## src/rtl/rxo_pkg.sv

```systemverilog
package rxo_pkg;
   localparam int unsigned BYTE_W    = 8;
   localparam int unsigned WORD_LANES = 4;
   localparam int unsigned WORD_W    = BYTE_W * WORD_LANES;
   typedef logic [BYTE_W-1:0] byte_t;
endpackage

```

## src/rtl/rxo_todo_counter.sv

```systemverilog
module rxo_todo_counter #(
   parameter int unsigned CNT_W = 16
) (
   input  logic             clk,
   input  logic             rst_n,
   input  logic             load,
   input  logic [CNT_W-1:0] load_val,
   input  logic             take,
   output logic [CNT_W-1:0] remain,
   output logic             active,
   output logic             last
);
   localparam logic [CNT_W-1:0] ONE = {{(CNT_W-1){1'b0}}, 1'b1};

   always_ff @(posedge clk or negedge rst_n) begin
      if (!rst_n) begin
         remain <= '0;
      end else if (load) begin
         remain <= load_val;
      end else if (take) begin
         remain <= remain - ONE;
      end
   end

   assign active = |remain;
   assign last   = (remain == ONE);
endmodule

```

## src/rtl/rxo_packer.sv

```systemverilog
module rxo_packer #(
   parameter int unsigned LANES  = 4,
   parameter int unsigned BYTE_W = 8
) (
   input  logic                      clk,
   input  logic                      rst_n,
   input  logic                      clear,
   input  logic                      take,
   input  logic                      last,
   input  logic [BYTE_W-1:0]         in_byte,
   output logic                      push_valid,
   output logic [LANES*BYTE_W-1:0]   push_data,
   output logic [$clog2(LANES):0]    byte_valid
);
   localparam int unsigned FILL_W = $clog2(LANES);
   localparam int unsigned BV_W   = FILL_W + 1;
   localparam int unsigned WORD_W = LANES * BYTE_W;
   localparam logic [FILL_W-1:0] FULL_AT = FILL_W'(LANES - 1);

   logic [FILL_W-1:0] fill_q;
   logic [BYTE_W-1:0] lane_q [LANES-1];
   logic [WORD_W-1:0] word_now;
   logic              word_done;

   assign word_done = take && ((fill_q == FULL_AT) || last);
   assign word_now[BYTE_W-1:0] = in_byte;

   // Lane i holds the byte received i+1 strobes ago within the current word.
   for (genvar i = 0; i < LANES - 1; i++) begin : g_lane
      assign word_now[(i+1)*BYTE_W +: BYTE_W] = lane_q[i];
      if (i == 0) begin : g_head
         always_ff @(posedge clk or negedge rst_n) begin
            if (!rst_n)                 lane_q[i] <= '0;
            else if (clear || word_done) lane_q[i] <= '0;
            else if (take)              lane_q[i] <= in_byte;
         end
      end else begin : g_tail
         always_ff @(posedge clk or negedge rst_n) begin
            if (!rst_n)                 lane_q[i] <= '0;
            else if (clear || word_done) lane_q[i] <= '0;
            else if (take)              lane_q[i] <= lane_q[i-1];
         end
      end
   end

   always_ff @(posedge clk or negedge rst_n) begin
      if (!rst_n) begin
         fill_q     <= '0;
         push_valid <= 1'b0;
         push_data  <= '0;
         byte_valid <= '0;
      end else begin
         push_valid <= 1'b0;
         if (clear) begin
            fill_q     <= '0;
            byte_valid <= '0;
         end else if (word_done) begin
            fill_q     <= '0;
            push_valid <= 1'b1;
            push_data  <= word_now;
            byte_valid <= (fill_q == FULL_AT) ? '0 : (BV_W'(fill_q) + BV_W'(1));
         end else if (take) begin
            fill_q <= fill_q + FILL_W'(1);
         end
      end
   end
endmodule

```

## src/rtl/rxo_request_engine.sv

```systemverilog
module rxo_request_engine #(
   parameter int unsigned CNT_W      = 16,
   parameter int unsigned FIFO_DEPTH = 8
) (
   input  logic                             clk,
   input  logic                             rst_n,
   input  logic                             req_we,
   input  logic [CNT_W-1:0]                 req_count,
   input  logic                             rx_byte_stb,
   input  logic [rxo_pkg::BYTE_W-1:0]       rx_byte,
   output logic                             shift_en,
   output logic [CNT_W-1:0]                 todo_count,
   output logic [$clog2(rxo_pkg::WORD_LANES):0] byte_valid,
   output logic                             push_valid,
   output logic [rxo_pkg::WORD_W-1:0]       push_data
);
   localparam int unsigned LANES   = rxo_pkg::WORD_LANES;
   localparam longint      MAX_REQ = longint'(LANES) * longint'(FIFO_DEPTH);

   if (LANES < 2) begin : g_bad_lanes
      $error("rxo_request_engine: at least two byte lanes are needed");
   end
   if (MAX_REQ > ((longint'(1) << CNT_W) - 1)) begin : g_bad_cnt
      $error("rxo_request_engine: counter too narrow for the largest request");
   end
   if (FIFO_DEPTH < 1) begin : g_bad_depth
      $error("rxo_request_engine: FIFO_DEPTH must be nonzero");
   end

   logic active, last, take;

   // A request in the same cycle as a strobe wins; the byte is dropped.
   assign take     = rx_byte_stb && active && !req_we;
   assign shift_en = active;

   rxo_todo_counter #(.CNT_W(CNT_W)) u_cnt (
      .clk      (clk),
      .rst_n    (rst_n),
      .load     (req_we),
      .load_val (req_count),
      .take     (take),
      .remain   (todo_count),
      .active   (active),
      .last     (last)
   );

   rxo_packer #(.LANES(LANES), .BYTE_W(rxo_pkg::BYTE_W)) u_pack (
      .clk        (clk),
      .rst_n      (rst_n),
      .clear      (req_we),
      .take       (take),
      .last       (last),
      .in_byte    (rx_byte),
      .push_valid (push_valid),
      .push_data  (push_data),
      .byte_valid (byte_valid)
   );
endmodule

```

## config.mk

```make
export PLATFORM = sky130hd
export DESIGN_NAME = rxo_request_engine
export DESIGN_NICKNAME = d
export VERILOG_FILES = /design/src/rtl/rxo_pkg.sv /design/src/rtl/rxo_todo_counter.sv /design/src/rtl/rxo_packer.sv /design/src/rtl/rxo_request_engine.sv
export SDC_FILE = /design/constraint.sdc
export NUM_CORES = 1
export LEC_CHECK = 0
export ABC_AREA = 1
export ABC_CLOCK_PERIOD_IN_PS = 5450
export BUFFER_PORTS_ARGS = -buffer_cell sky130_fd_sc_hd__buf_4
export CAP_MARGIN = 20
export CORE_MARGIN = 10
export CORE_UTILIZATION = 35
export CTS_BUF_LIST = sky130_fd_sc_hd__clkbuf_2 sky130_fd_sc_hd__clkbuf_4 sky130_fd_sc_hd__clkbuf_8
export CTS_CLUSTER_DIAMETER = 120
export CTS_CLUSTER_SIZE = 10
export DETAILED_ROUTE_END_ITERATION = 8
export PLACE_DENSITY = 0.55
export SYNTH_ARGS = -nofsm -noshare
export SYNTH_HDL_FRONTEND = slang
export SYNTH_HIERARCHICAL = 1
export SYNTH_SLANG_ARGS = --single-unit
```

## constraint.sdc

```tcl
create_clock -name clk -period 5.45 [get_ports clk]
set_clock_uncertainty 0.2 [all_clocks]
set_input_delay 0.545 -clock clk [delete_from_list [all_inputs] [get_ports clk]]
set_output_delay 0.545 -clock clk [all_outputs]
set_load 0.03 [all_outputs]
```

Word-level counts from Yosys, hierarchy flattened
Index checks and enable logic that the tools add are counted. Widths: inputs -> output; s select.

Flip-flop bits (word level): 78. Latch bits: 0. RAM bits: 0. Memory bits (read-only): 0. Input port bits: 28. Output and inout port bits: 53. Word-level logic and storage cells: 42. Memories kept: 0.

$add $sub $neg: 3. Multipliers: 0. Divide/modulo/power cells: 0. Magnitude comparators: 0. Equal/unequal tests: 2. Shift-type cells: 0. Multiplexer cells: 16. Bitwise gates (word level): 1. Reduce and logical (&&, ||, !) cells: 12.

Operator list (count): $mux 8 (6); $mux 16 (2); $eq 16x1->1 const B (1); $reduce_or 16->1 (1); $sub 16x1->16 const B (1); $mux 3 (3); $mux 2 (3); $reduce_bool 2->1 (3); $add 2x1->3 const B (1); $logic_and 1x1->1 (3); $reduce_bool 3->1 (1); $add 2x1->2 const B (1); $eq 2x2->1 const B (1); $logic_or 1x1->1 (2); $mux 1 (2); $reduce_and 2->1 (1); $logic_not 1->1 (1); $not 1->1 (1).

Logic depth before layout (Yosys ltp)
Word-level depth: 6. Mapped depth: 14. Gate-level depth less buffers: 13.

Cells and area by module
The synthesis kept the hierarchy.

By module, submodules not included: rxo_packer (times used 1, cells an instance 277, area an instance 2547.4 um2, sequential area each 1526.5 um2); rxo_todo_counter (times used 1, cells an instance 149, area an instance 1111.1 um2, sequential area each 400.4 um2); rxo_request_engine (times used 1, cells an instance 2, area an instance 10.0 um2, sequential area each 0.0 um2).

Least setup slack after synthesis
OpenSTA, ideal clock, no wires.

Path kind: reg2reg. Start point: register u_cnt.remain[0]. End point: register u_pack.push_data[24]. Library setup time: 0.066 ns. Arrival time: 2.402 ns. Data required time: 5.184 ns. Slack: 2.782 ns. Stages on the path, launching flop included: 14. Buffers on the path: 2. Clock period less this slack: 2.668 ns. Cells stage by stage: dfrtp_1 -> inv_1 -> ha_1 -> nand2_4 -> clkinv_2 -> nand2_2 -> nor2_2 -> nand2_1 -> nand2_1 -> nor2_2 -> buf_4 -> clkbuf_1 -> nand4_1 -> nand2_1.

Longest elaborated chain between the ends: 5. Elaborated cells between the ends (all ways): 7. Those cells by class: eq/ne: 1; reduce/logical: 6.

RTL lines: start, declared (line rxo_todo_counter.sv:9) `output logic [CNT_W-1:0] remain,`; start signal, assigned (line rxo_todo_counter.sv:19) `remain <= load_val;`; start signal, assigned (line rxo_todo_counter.sv:21) `remain <= remain - ONE;`; $reduce_or 16->1 (line rxo_todo_counter.sv:25) `assign active = |remain;`; via shift_en (line rxo_request_engine.sv:11) `output logic shift_en,`; $logic_and 1x1->1 (2 in a row) (line rxo_request_engine.sv:33) `assign take = rx_byte_stb && active && !req_we;`; via take (line rxo_request_engine.sv:30) `logic active, last, take;`; $logic_and 1x1->1 (line rxo_packer.sv:25) `assign word_done = take && ((fill_q == FULL_AT) || last);`; $reduce_and 2->1 (no line); end signal, assigned (line rxo_packer.sv:60) `push_data <= word_now;`; end, declared (line rxo_packer.sv:12) `output logic [LANES*BYTE_W-1:0] push_data,`.

The timed path passes the listed nets, and every way through them passes these cells. A chain may end at the register's enable or synchronous reset.

Worst setup path after layout
Start point: register u_cnt.remain[6]. End point: register u_pack.push_data[4].

Elaborated cells between the ends (all ways): 7. Those cells by class: eq/ne: 1; reduce/logical: 6.

RTL lines: $eq 16x1->1 (line rxo_todo_counter.sv:26) `assign last = (remain == ONE);`; via last (line rxo_request_engine.sv:30); $logic_or 1x1->1 (line rxo_packer.sv:25); $logic_and 1x1->1 (line rxo_packer.sv:25); $reduce_and 2->1 (no line).

The timed path passes the listed nets, and every way through them passes these cells.

==> reports/metrics.yaml <==
n_antenna_cell: 0
die_area_um2: 15000
layout.nets: 525
syn_to_final_growth_pct: 24.2
p_switching_uw: 378
slew_viol_final: 0
crit_path_cell_trace: "nor2_1 -> nand2_1 -> nor3_1 -> inv_1 -> nand2_2 -> nand3_2 -> nand2_1 -> nand2_1"
clkPwrFrac_pct: 35.7
finalHoldViolations: 0
fin_crit_ns: 3.00
cts_resized: 0
grt_max_degree: 78
pwr-share-seq_pct: 48.9
grt_usage_pct: 12.8
clk_latency_ns: 0.35
wl_per_cell_um: 15.1
io_pins: 81
p_int_uw: 887
hp-class: "in2reg"
wl_met1_um: 4520
first_global_vias: 3135
crit_family: "simple AND/OR/NAND/NOR gates"
cts-root-buf: "clkbuf_8"
syn_nets: 459
ant_nets: 0
wl_met2_um: 4360
synthTopCellsByArea: "dfrtp_1 (53%), nand2_1 (16%), nand4_1 (10%)"
die_h_um: 122
vdd_drop_max_mv: 0.131
synth.top_cell.area_share_pct: 52.5
grt_antenna_before_repair: 0
setup_violations: 0
yosysTopAreaCell: "dfrtp_1"
drc: 0
viasPerCell: 4.99
cp.required_ns: 5.48
rows: 37
relSlewSlack_pct: 31.1
drive_gt1_share_pct: 24.8
status: "finished, final reports clean"
synthTopCellsByCount: "nand2_1 (152), dfrtp_1 (77), nand4_1 (61)"
max_cap_violations: 0
critPathCaptureType: "flop"
crit_slowest_cell: "nand3_2"
worst_pin_slew_ns: 1.03
seq_area_frac_synth_pct: 52.5
synth.most_common_cell: "nand2_1"
core_area_um2: 10300
syn-mean-instance-area_um2: 8.57
fin_tns_setup_ns: 0
highest_layer: "met4"
start_util_pct: 35.7
fp.dieW_um: 122
cp-start-kind: "flop"
numCtsBuffers: 9
synthCells: 428
synth_cell_types: 29
htreeDepth: 3
cp_common_cell: "nand2_1"
cts_buffer_depth: 2
cts.sinks: 77
cp_max_fo: 35
switching_share_pct: 29.9
yosysWarnings: 6
power.leakage_uw: 0.00243
max_freq_mhz: 333
p_per_area_nw_per_um2: 277
cts.clk_slew.worst_paths_ns: 0.08
grt_pass1_wl_um: 15900
drt-pass1-iter-count: 4
crit_type: "reg2reg"
rsz0062_at_grt: "no"
grt.overflow.total: 0
routabilityCongestion: 0.788
place_hpwl_um: 6390
dr.first_iter.drc_count: 241
period_share_pct: 55.1
cpPeakStageDelay_ns: 0.67
ys_ff_latch: 77
synth_async_sr_flop_share_pct: 100
synth_ff_type: "dfrtp_1"
synth_edf_count: 0
cp.arrival_ns: 3.04
critical_path_buf_inv_count: 1
p_total_uw: 1260
numPortBuffers: 79
syn-cell-area_um2: 3670
drt_wl_total_um: 9590
vias: 3171
cts_tree: "yes"
met3WireLength_um: 568
p_comb_share_pct: 15.4
[worst register-to-register path, stage by stage, from the launching register on]
cell and delay, ns:
dfrtp_1 0.44, nor2_1 0.19, nand2_1 0.17, nor3_1 0.36, inv_1 0.09, nand2_2 0.48, nand3_2 0.67, nand2_1 0.24
nand2_1 0.07
[stage by stage]
step / cells / setup slack, ns / hold WS, ns / utilization [%] / cell area, um2
final: 635 / 2.45 / 0.205 / 44.4 / 4560
after CTS: 633 / 2.34 / 0.190 / 44.0 / 4520
after detailed placement: 617 / 2.36 / 0.261 / 42.0 / 4310
after floorplan: 428 / 2.78 / 0.0494 / - / 3670
after global routing: 635 / 2.04 / 0.207 / 44.4 / 4560
after global placement: 617 / 2.40 / 0.260 / 42.0 / 4310
[power groups by stage]
stage	sequential [uW]	clock, uW	combinational, uW
finish	619	451	195
global placement	629	0	193
detailed placement	630	0	195
floorplan	656	0	89.6
global route	623	491	215
CTS	619	471	195
[what timing repair did]
| item | 4_1_cts | 5_1_grt |
|---|---|---|
| hold buffers | 0 | 1 |
| endpoints found under the hold margin | 0 | 21 |
| buffers inserted | 0 | 0 |
[placed cells by master (no fill, tap or decap), types with 5 or more instances in the layout]
| cell type | n |
|---|---|
| nand2_1 | 152 |
| buf_4 | 80 |
| dfrtp_1 | 77 |
| nand4_1 | 61 |
| nor2_1 | 17 |
| inv_1 | 16 |
| a22oi_1 | 12 |
| nand3_1 | 11 |
| clkbuf_8 | 10 |
| o21ai_1 | 9 |
| nor2_2 | 7 |
| nand2_2 | 7 |
| nor2_4 | 5 |
[kinds of logic (layout without fill, tap and decap cells)]
family / count (synthesis) / after routing / share of synthesized area [%]
simple gates: 264 / 264 / 33.9
flops: 77 / 77 / 52.5
buf+inv: 49 / 120 / 5.93
compound gates: 27 / 27 / 4.84
xor+xnor: 7 / 7 / 1.67
fa+ha+maj: 3 / 3 / 1.02
other cells: 1 / 1 / 0.102
[worst paths after layout]
kind / to / slack (ns) / cells after the start / startpoint
worst max register to register: u_pack/push_data[4] / 2.45 / 8 / u_cnt/remain[6]
worst min-delay path: u_cnt/remain[2] / 0.20 / 3 / req_count[2]
min in group asynchronous: u_cnt/remain[15] / 0.43 / 2 / rst_n
worst max-delay path: u_pack/push_data[4] / 2.45 / 8 / u_cnt/remain[6]
max in group asynchronous: u_pack/lane_q[17] / 4.05 / 3 / rst_n
worst min register to register: u_pack/push_data[0] / 0.28 / 2 / u_pack/push_data[0]
[per-layer routing]
metal  global-route usage (%)  vias to the layer above
met3                     3.44                        9
met5                        0                        -
met4                     5.08                        0
met2                     19.0                       81
met1                     17.5                     1510
li1                         -                     1571
[cell type report]
class                   instances  area [um2]
fillers                      1025        5720
inverters                      22        85.1
repair buffers                 82         638
clock inverters                 6        71.3
flip-flops and latches         77        1930
clock buffers                  10         138
multi-input cells             302        1530
well taps                     136         170
[sequential cells by signal (all words and copies together) (netlist names)]
| name | cells |
|---|---|
| u_pack/fill_q | 2 |
| u_cnt/remain | 16 |
| u_pack/push_data | 32 |
| u_pack/lane_q | 24 |
| u_pack/push_valid | 1 |
| u_pack/byte_valid | 2 |
(Power assumes the default switching activity.)
